===== src/rtl/irq_pkg.sv =====
package irq_pkg;
  localparam int ADDR_W    = 8;
  localparam int DATA_W    = 8;
  localparam int NUM_REG   = 2;
  localparam int STAT_BASE = 'h07;  // status k at STAT_BASE + k
  localparam int MASK_BASE = 'h09;  // mask k at MASK_BASE + k
  localparam int SLIP_BIT  = 7;     // in status 0
  localparam int CS_BIT    = 1;     // in status 1
  localparam int UD_BIT    = 2;     // in status 1

  typedef logic [DATA_W-1:0] word_t;
endpackage


===== src/rtl/irq_src_detect.sv =====
module irq_src_detect #(
  parameter int W = 8
) (
  input  logic         clk_i,
  input  logic         rst_ni,
  input  logic         level_mode_i,
  input  logic [W-1:0] src_i,
  output logic [W-1:0] hit_o
);
  logic [W-1:0] src_q;

  for (genvar b = 0; b < W; b++) begin : g_bit
    always_ff @(posedge clk_i or negedge rst_ni) begin
      if (!rst_ni) src_q[b] <= 1'b0;
      else         src_q[b] <= src_i[b];
    end
    assign hit_o[b] = level_mode_i ? src_i[b] : (src_i[b] & ~src_q[b]);
  end
endmodule


===== src/rtl/irq_status_bank.sv =====
module irq_status_bank #(
  parameter int W = 8
) (
  input  logic         clk_i,
  input  logic         rst_ni,
  input  logic [W-1:0] hit_i,
  input  logic [W-1:0] mask_i,
  input  logic         clr_i,
  output logic [W-1:0] stat_o,
  output logic [W-1:0] stat_nxt_o
);
  logic [W-1:0] stat_q;

  // event beats clear; mask forces zero
  assign stat_nxt_o = mask_i & (hit_i | (stat_q & {W{~clr_i}}));

  always_ff @(posedge clk_i or negedge rst_ni) begin
    if (!rst_ni) stat_q <= '0;
    else         stat_q <= stat_nxt_o;
  end

  assign stat_o = stat_q;
endmodule


===== src/rtl/irq_reg_if.sv =====
module irq_reg_if
  import irq_pkg::*;
#(
  parameter int AW = ADDR_W,
  parameter int DW = DATA_W,
  parameter int NR = NUM_REG
) (
  input  logic                  clk_i,
  input  logic                  rst_ni,
  input  logic [AW-1:0]         addr_i,
  input  logic                  wr_en_i,
  input  logic                  rd_en_i,
  input  logic [DW-1:0]         wdata_i,
  input  logic [NR-1:0][DW-1:0] stat_i,
  output logic [NR-1:0][DW-1:0] mask_o,
  output logic [NR-1:0]         clr_o,
  output logic [DW-1:0]         rdata_o
);
  logic [NR-1:0] stat_sel, mask_sel;
  logic [NR-1:0][DW-1:0] mask_q;

  for (genvar k = 0; k < NR; k++) begin : g_reg
    assign stat_sel[k] = (addr_i == AW'(STAT_BASE + k));
    assign mask_sel[k] = (addr_i == AW'(MASK_BASE + k));
    assign clr_o[k]    = rd_en_i & stat_sel[k];

    always_ff @(posedge clk_i or negedge rst_ni) begin
      if (!rst_ni)                    mask_q[k] <= '0;
      else if (wr_en_i && mask_sel[k]) mask_q[k] <= wdata_i;
    end
  end

  always_comb begin
    rdata_o = '0;
    for (int k = 0; k < NR; k++) begin
      if (stat_sel[k]) rdata_o = stat_i[k];
      if (mask_sel[k]) rdata_o = mask_q[k];
    end
  end

  assign mask_o = mask_q;
endmodule


===== src/rtl/irq_status_ctrl.sv =====
module irq_status_ctrl
  import irq_pkg::*;
(
  input  logic              clk_i,
  input  logic              rst_ni,
  input  logic [ADDR_W-1:0] addr_i,
  input  logic              wr_en_i,
  input  logic              rd_en_i,
  input  logic [DATA_W-1:0] wdata_i,
  output logic [DATA_W-1:0] rdata_o,
  input  logic              level_mode_i,
  input  logic              slip_evt_i,
  input  logic              cs_xfer_evt_i,
  input  logic              ud_xfer_evt_i,
  output logic              irq_o
);
  logic [NUM_REG-1:0][DATA_W-1:0] src_vec, hit_vec, stat_q, stat_nxt, mask_q;
  logic [NUM_REG-1:0]             clr;
  logic                           irq_q;

  always_comb begin
    src_vec              = '0;
    src_vec[0][SLIP_BIT] = slip_evt_i;
    src_vec[1][CS_BIT]   = cs_xfer_evt_i;
    src_vec[1][UD_BIT]   = ud_xfer_evt_i;
  end

  irq_reg_if i_reg_if (
    .clk_i   (clk_i),
    .rst_ni  (rst_ni),
    .addr_i  (addr_i),
    .wr_en_i (wr_en_i),
    .rd_en_i (rd_en_i),
    .wdata_i (wdata_i),
    .stat_i  (stat_q),
    .mask_o  (mask_q),
    .clr_o   (clr),
    .rdata_o (rdata_o)
  );

  for (genvar k = 0; k < NUM_REG; k++) begin : g_bank
    irq_src_detect #(.W(DATA_W)) i_det (
      .clk_i        (clk_i),
      .rst_ni       (rst_ni),
      .level_mode_i (level_mode_i),
      .src_i        (src_vec[k]),
      .hit_o        (hit_vec[k])
    );

    irq_status_bank #(.W(DATA_W)) i_stat (
      .clk_i      (clk_i),
      .rst_ni     (rst_ni),
      .hit_i      (hit_vec[k]),
      .mask_i     (mask_q[k]),
      .clr_i      (clr[k]),
      .stat_o     (stat_q[k]),
      .stat_nxt_o (stat_nxt[k])
    );
  end

  // registered from next state so the pin tracks the status registers
  always_ff @(posedge clk_i or negedge rst_ni) begin
    if (!rst_ni) irq_q <= 1'b0;
    else         irq_q <= |stat_nxt;
  end

  assign irq_o = irq_q;
endmodule


===== config.mk =====
export PLATFORM = sky130hd
export DESIGN_NAME = irq_status_ctrl
export DESIGN_NICKNAME = d
export VERILOG_FILES = /design/src/rtl/irq_pkg.sv /design/src/rtl/irq_src_detect.sv /design/src/rtl/irq_status_bank.sv /design/src/rtl/irq_reg_if.sv /design/src/rtl/irq_status_ctrl.sv
export SDC_FILE = /design/constraint.sdc
export NUM_CORES = 1
export LEC_CHECK = 0
export BUFFER_PORTS_ARGS = -buffer_cell sky130_fd_sc_hd__buf_2
export CORE_MARGIN = 10
export CORE_UTILIZATION = 40
export CTS_BUF_LIST = sky130_fd_sc_hd__clkbuf_8
export DETAILED_ROUTE_END_ITERATION = 7
export SLEW_MARGIN = 10
export SYNTH_ARGS = -nofsm -noshare
export SYNTH_HDL_FRONTEND = slang
export SYNTH_HIERARCHICAL = 1
export SYNTH_SLANG_ARGS = --single-unit

===== constraint.sdc =====
create_clock -name clk_i -period 4 [get_ports clk_i]
set_input_delay 0.4 -clock clk_i [delete_from_list [all_inputs] [get_ports clk_i]]
set_output_delay 0.4 -clock clk_i [all_outputs]
set_load 0.005 [all_outputs]

== Word level (Yosys, flattened, before mapping) ==
Cells that the tools add are included.

* Register bits: 36
* Output and inout port bits: 9

* Equal/unequal tests: 4
* Muxes and demuxes: 7
* Bitwise gates (word level): 16
* Reduce and logical (&&, ||, !) cells: 3

{| class="wikitable"
|+ Operator list
! kind !! number
|-
| 8-bit AND || 4
|-
| 8-bit two-way mux || 4
|-
| 8-bit by 4-bit == test with 1-bit output (second input constant) || 3
|-
| 16-bit OR reduction || 1
|-
| 8-bit by 3-bit == test with 1-bit output (second input constant) || 1
|-
| 3-bit by 8-bit bitwise OR with 8-bit output || 1
|-
| 8-bit bitwise OR || 1
|-
| 1-bit AND || 5
|-
| 1-bit inverter || 5
|-
| 1-bit two-way mux || 3
|-
| 1-bit logical AND || 2
|}

== Logic depth before layout (Yosys ltp) ==
* Depth after elaboration: 7
* Depth in mapped cells: 8
* Depth with buffers taken out: 7

== Modules after synthesis ==
The synthesis kept the hierarchy.

{| class="wikitable"
|+ Modules (own cells, without submodules)
! module !! times used !! cells each !! area each (um2) !! sequential area each (um2)
|-
| irq_reg_if || 1 || 92 || 1006.0 || 400.4
|-
| irq_status_bank || 2 || 24 || 310.3 || 200.2
|-
| irq_src_detect || 2 || 17 || 294.0 || 200.2
|-
| irq_status_ctrl || 1 || 7 || 60.1 || 25.0
|}

== Worst setup path after synthesis ==
OpenSTA, ideal clock, no wires.

* Path kind: input -> register
* Start point: in addr_i[5]
* End point: reg irq_q, in the netlist irq_o
* Library setup time: 0.140 ns
* Arrival: 2.463 ns
* Data required time: 3.860 ns
* Path slack: 1.397 ns
* Stages on the path: 8
* Buffers on the path: 1
* Path through: or4_1 -> buf_2 -> nor3_1 -> and3b_1 -> nor2b_1 -> o21a_1 -> nor4_1 -> nand4_1

{| class="wikitable"
|+ RTL lines
! what !! line !! text
|-
| start, declared || irq_status_ctrl.sv:6 || <nowiki>input logic [ADDR_W-1:0] addr_i,</nowiki>
|-
| end signal, assigned || irq_status_ctrl.sv:64 || <nowiki>else irq_q <= |stat_nxt;</nowiki>
|-
| end, declared || irq_status_ctrl.sv:19 || <nowiki>logic irq_q;</nowiki>
|}

==> out/qor.yml <==
global_route:
  grtUsageMet2_pct: 17.61
  busiest_layer: "met2"
  grt_remaining_overflow: 0
  grt_use_met1_pct: 16.52
  antenna_found_initial: 0
  track_usage_pct: 11.89
  grt_max_degree: 50
  use_met3_pct: 3.456
  grt_first_pass_wirelength_mm: 8.280
  grt_pass1_vias: 1557
place:
  port_buffers: 32
  place_congestion: 0.8367
  dp_hpwl_mm: 3.756
clocking:
  cts_tree: "built"
  post_cts_resized: 0
  cts_buffers: 5
  cts_root_buf: "clkbuf_8"
  hold_buffers: 0
  cts.htree.levels: 2
  clk_latency_ns: 0.30
  post_cts_buffers: 0
  clk_pin_slew_ns: 0.10
  ctsLongestPathBuffers: 2
  clock_sinks: 49
worst_setup_path:
  reg2reg_slack_ns: 2.64
  reg2reg_to: "irq_o"
  reg2reg_from: "g_bank[0].i_stat/stat_o[1]"
  crit_arrival_ns: 2.67
  start_kind: "input pin"
  worst-path-max-fanout: 8
  reg2reg_depth: 4
  cp-end-kind: "flop"
  max_stage_delay_ns: 0.67
  cpMaxStageDelayCell: "or4_1"
  path_cells: "buf_2 -> or4_1 -> nor3_1 -> buf_4 -> and3b_1 -> nor2b_1 -> o21a_1 -> nor4_1 -> nand4_1"
  path_class: "input pin to flop"
  critPathRequiredTime_ns: 4.18
logic_synthesis:
  synthArstFlopShare_pct: 100.0
  synth_top_area_share_pct: 53.91
  synth_area_leaders: "dfrtp_1, a21boi_2, mux2_2"
  ys_types: 29
  synth_seq_area_share_pct: 53.91
  synth-edff-count: 0
  synthCells: 181
  yosysWarnings: 6
  synth.most_common_cell: "dfrtp_1"
  synth_common_cells: "dfrtp_1, nor2b_1, a21boi_2, o21a_1, mux2_2"
  yosysTopAreaCell: "dfrtp_1"
  ys_seq_elements: 49
  postSynthAreaPerCell_um2: 12.57
  ys.flop_type: "dfrtp_1"
  netlist_area_mm2: 0.002275
route:
  vias: 1529
  drt_pass1_iterations: 4
  wl_mm: 5.143
  ant_nets: 0
  drt-initial-drc-count: 92
  vias_per_cell: 4.854
  drc: 0
  post_drt_wl_per_cell_um: 16.33
timing:
  relSlewSlack_pct: 47.68
  finalMaxSlewViolations: 0
  finClkSkew_ns: 0.009897
  fin_hold_ws_ns: 0.1816
  fin_crit_sh_pct: 62.34
  setup_tns_ns: 0
  rsz0062_at_grt: "no"
  fmax_mhz: 401.0
  min_period_ns: 2.494
  hold_viol_final: 0
  setup_viol: 0
  worstMarginPinSlew_ns: 0.7790
layout:
  area_growth_pct: 19.75
  seq_area_mm2: 0.001226
  antenna_cells: 0
  multi_input_area_mm2: 0.001114
  n_fill_cell: 490
  drive_gt1_share_pct: 32.51
  final_net_count: 266
pwr:
  irDropWorstVdd_mv: 0.1897
  p_per_area_mw_per_mm2: 343.3
  leakagePower_nw: 1.334
  p_sw_w: 0.0002361
  clockPowerShare_pct: 34.0
  internal_power_w: 0.0006990
  switching_share_pct: 25.25
  pwr-share-seq_pct: 56.7
  pwr-share-comb_pct: 9.3
floorplan:
  die-area_mm2: 0.009103
  core_area_mm2: 0.005507
  io_pins: 33
  row_count: 27
  dieWidth_um: 95.41
  start_util_pct: 41.31
  die-height_um: 95.41
min_path:
  hold_path_class: "input pin to asynchronous set/reset pin"
run_status:
  status: "complete, no violations"
run:
  maxCapViolCount: 0
==> cell families (layout without fill, tap and decap cells) <==
kind of cell | count (synthesis) | after routing | share of synthesized area [%]
AND/OR/NAND/NOR | 50 | 50 | 14.52
flip-flops | 49 | 49 | 53.91
AO/OA/AOI/OAI | 48 | 48 | 18.43
multiplexers | 24 | 24 | 11.44
buffers and inverters | 9 | 46 | 1.540
other | 1 | 26 | 0.1649
==> flip-flops by register name, summed over array words and instances (netlist names) <==
name / count
g_bank.i_stat/stat_o: 16
g_bank.i_det/src_q: 16
i_reg_if/mask_o: 16
irq_o: 1
==> per-layer routing <==
layer / up-vias / share of wire [%]
met2: 34 / 44
met1: 733 / 50
met5: - / 0
met3: 5 / 5.6
li1: 757 / -
met4: 0 / 0.70
==> layout by cell type, fill, tap and decap left out, drive strengths merged, types with 3 or more instances in the layout <==
cell,Yosys,routed
a21boi,16,16
a22oi,7,7
buf,2,35
clkbuf,4,6
conb,1,26
dfrtp,49,49
inv,3,4
mux2,16,16
mux2i,8,8
nand2,3,3
nand3,7,7
nor2b,25,25
nor4,7,7
o211ai,7,7
o21a,16,16
==> worst max-delay path, delay by kind of cell <==
family / cells / cell delay (ns)
AND/OR/NAND/NOR: 6 / 1.79
buffers and inverters: 2 / 0.30
AO/OA/AOI/OAI: 1 / 0.18
==> worst max path at each step <==
stage                         start     to  slack [ns]  depth (start not counted)
after detailed placement  addr_i[5]  irq_o        1.16                          9
after global routing      addr_i[5]  irq_o        1.31                          9
after floorplan           addr_i[5]  irq_o        1.40                          8
final                     addr_i[5]  irq_o        1.51                          9
after global placement    addr_i[5]  irq_o        1.18                          9
after CTS                 addr_i[5]  irq_o        1.49                          9
==> final cells by class <==
type                            count  share of cell area, %
Sequential cell                    49                  45.02
Tap cell                           72                  3.307
Clock inverter                      2                 0.6431
Multi-Input combinational cell    148                  40.88
Inverter                            3                 0.4134
Clock buffer                        6                  3.032
Timing Repair Buffer               35                  6.706
==> per-stage QoR <==
| step | instances | total power, W | worst slack (ns) | area [um^2] | util, % |
|---|---|---|---|---|---|
| 2_1_floorplan | 206 | 0.0005849 | 1.397 | 2369 | - |
| 3_3_place_gp | 307 | 0.0006254 | 1.177 | 2624 | 47.65 |
| 3_5_place_dp | 307 | 0.0006267 | 1.155 | 2624 | 47.65 |
| 4_1_cts | 315 | 0.0009466 | 1.486 | 2724 | 49.47 |
| 5_1_grt | 315 | 0.0009805 | 1.312 | 2724 | 49.47 |
| 6_report | 315 | 0.0009351 | 1.506 | 2724 | 49.47 |
==> power groups by stage <==
stage	registers, W	clock network (W)	logic (W)
detailed placement	0.000540	0	0.0000865
global placement	0.000540	0	0.0000856
global route	0.000533	0.000350	0.0000977
floorplan	0.000536	0	0.0000486
finish	0.000530	0.000318	0.0000869
CTS	0.000530	0.000329	0.0000868
(Power assumes the default switching activity.)
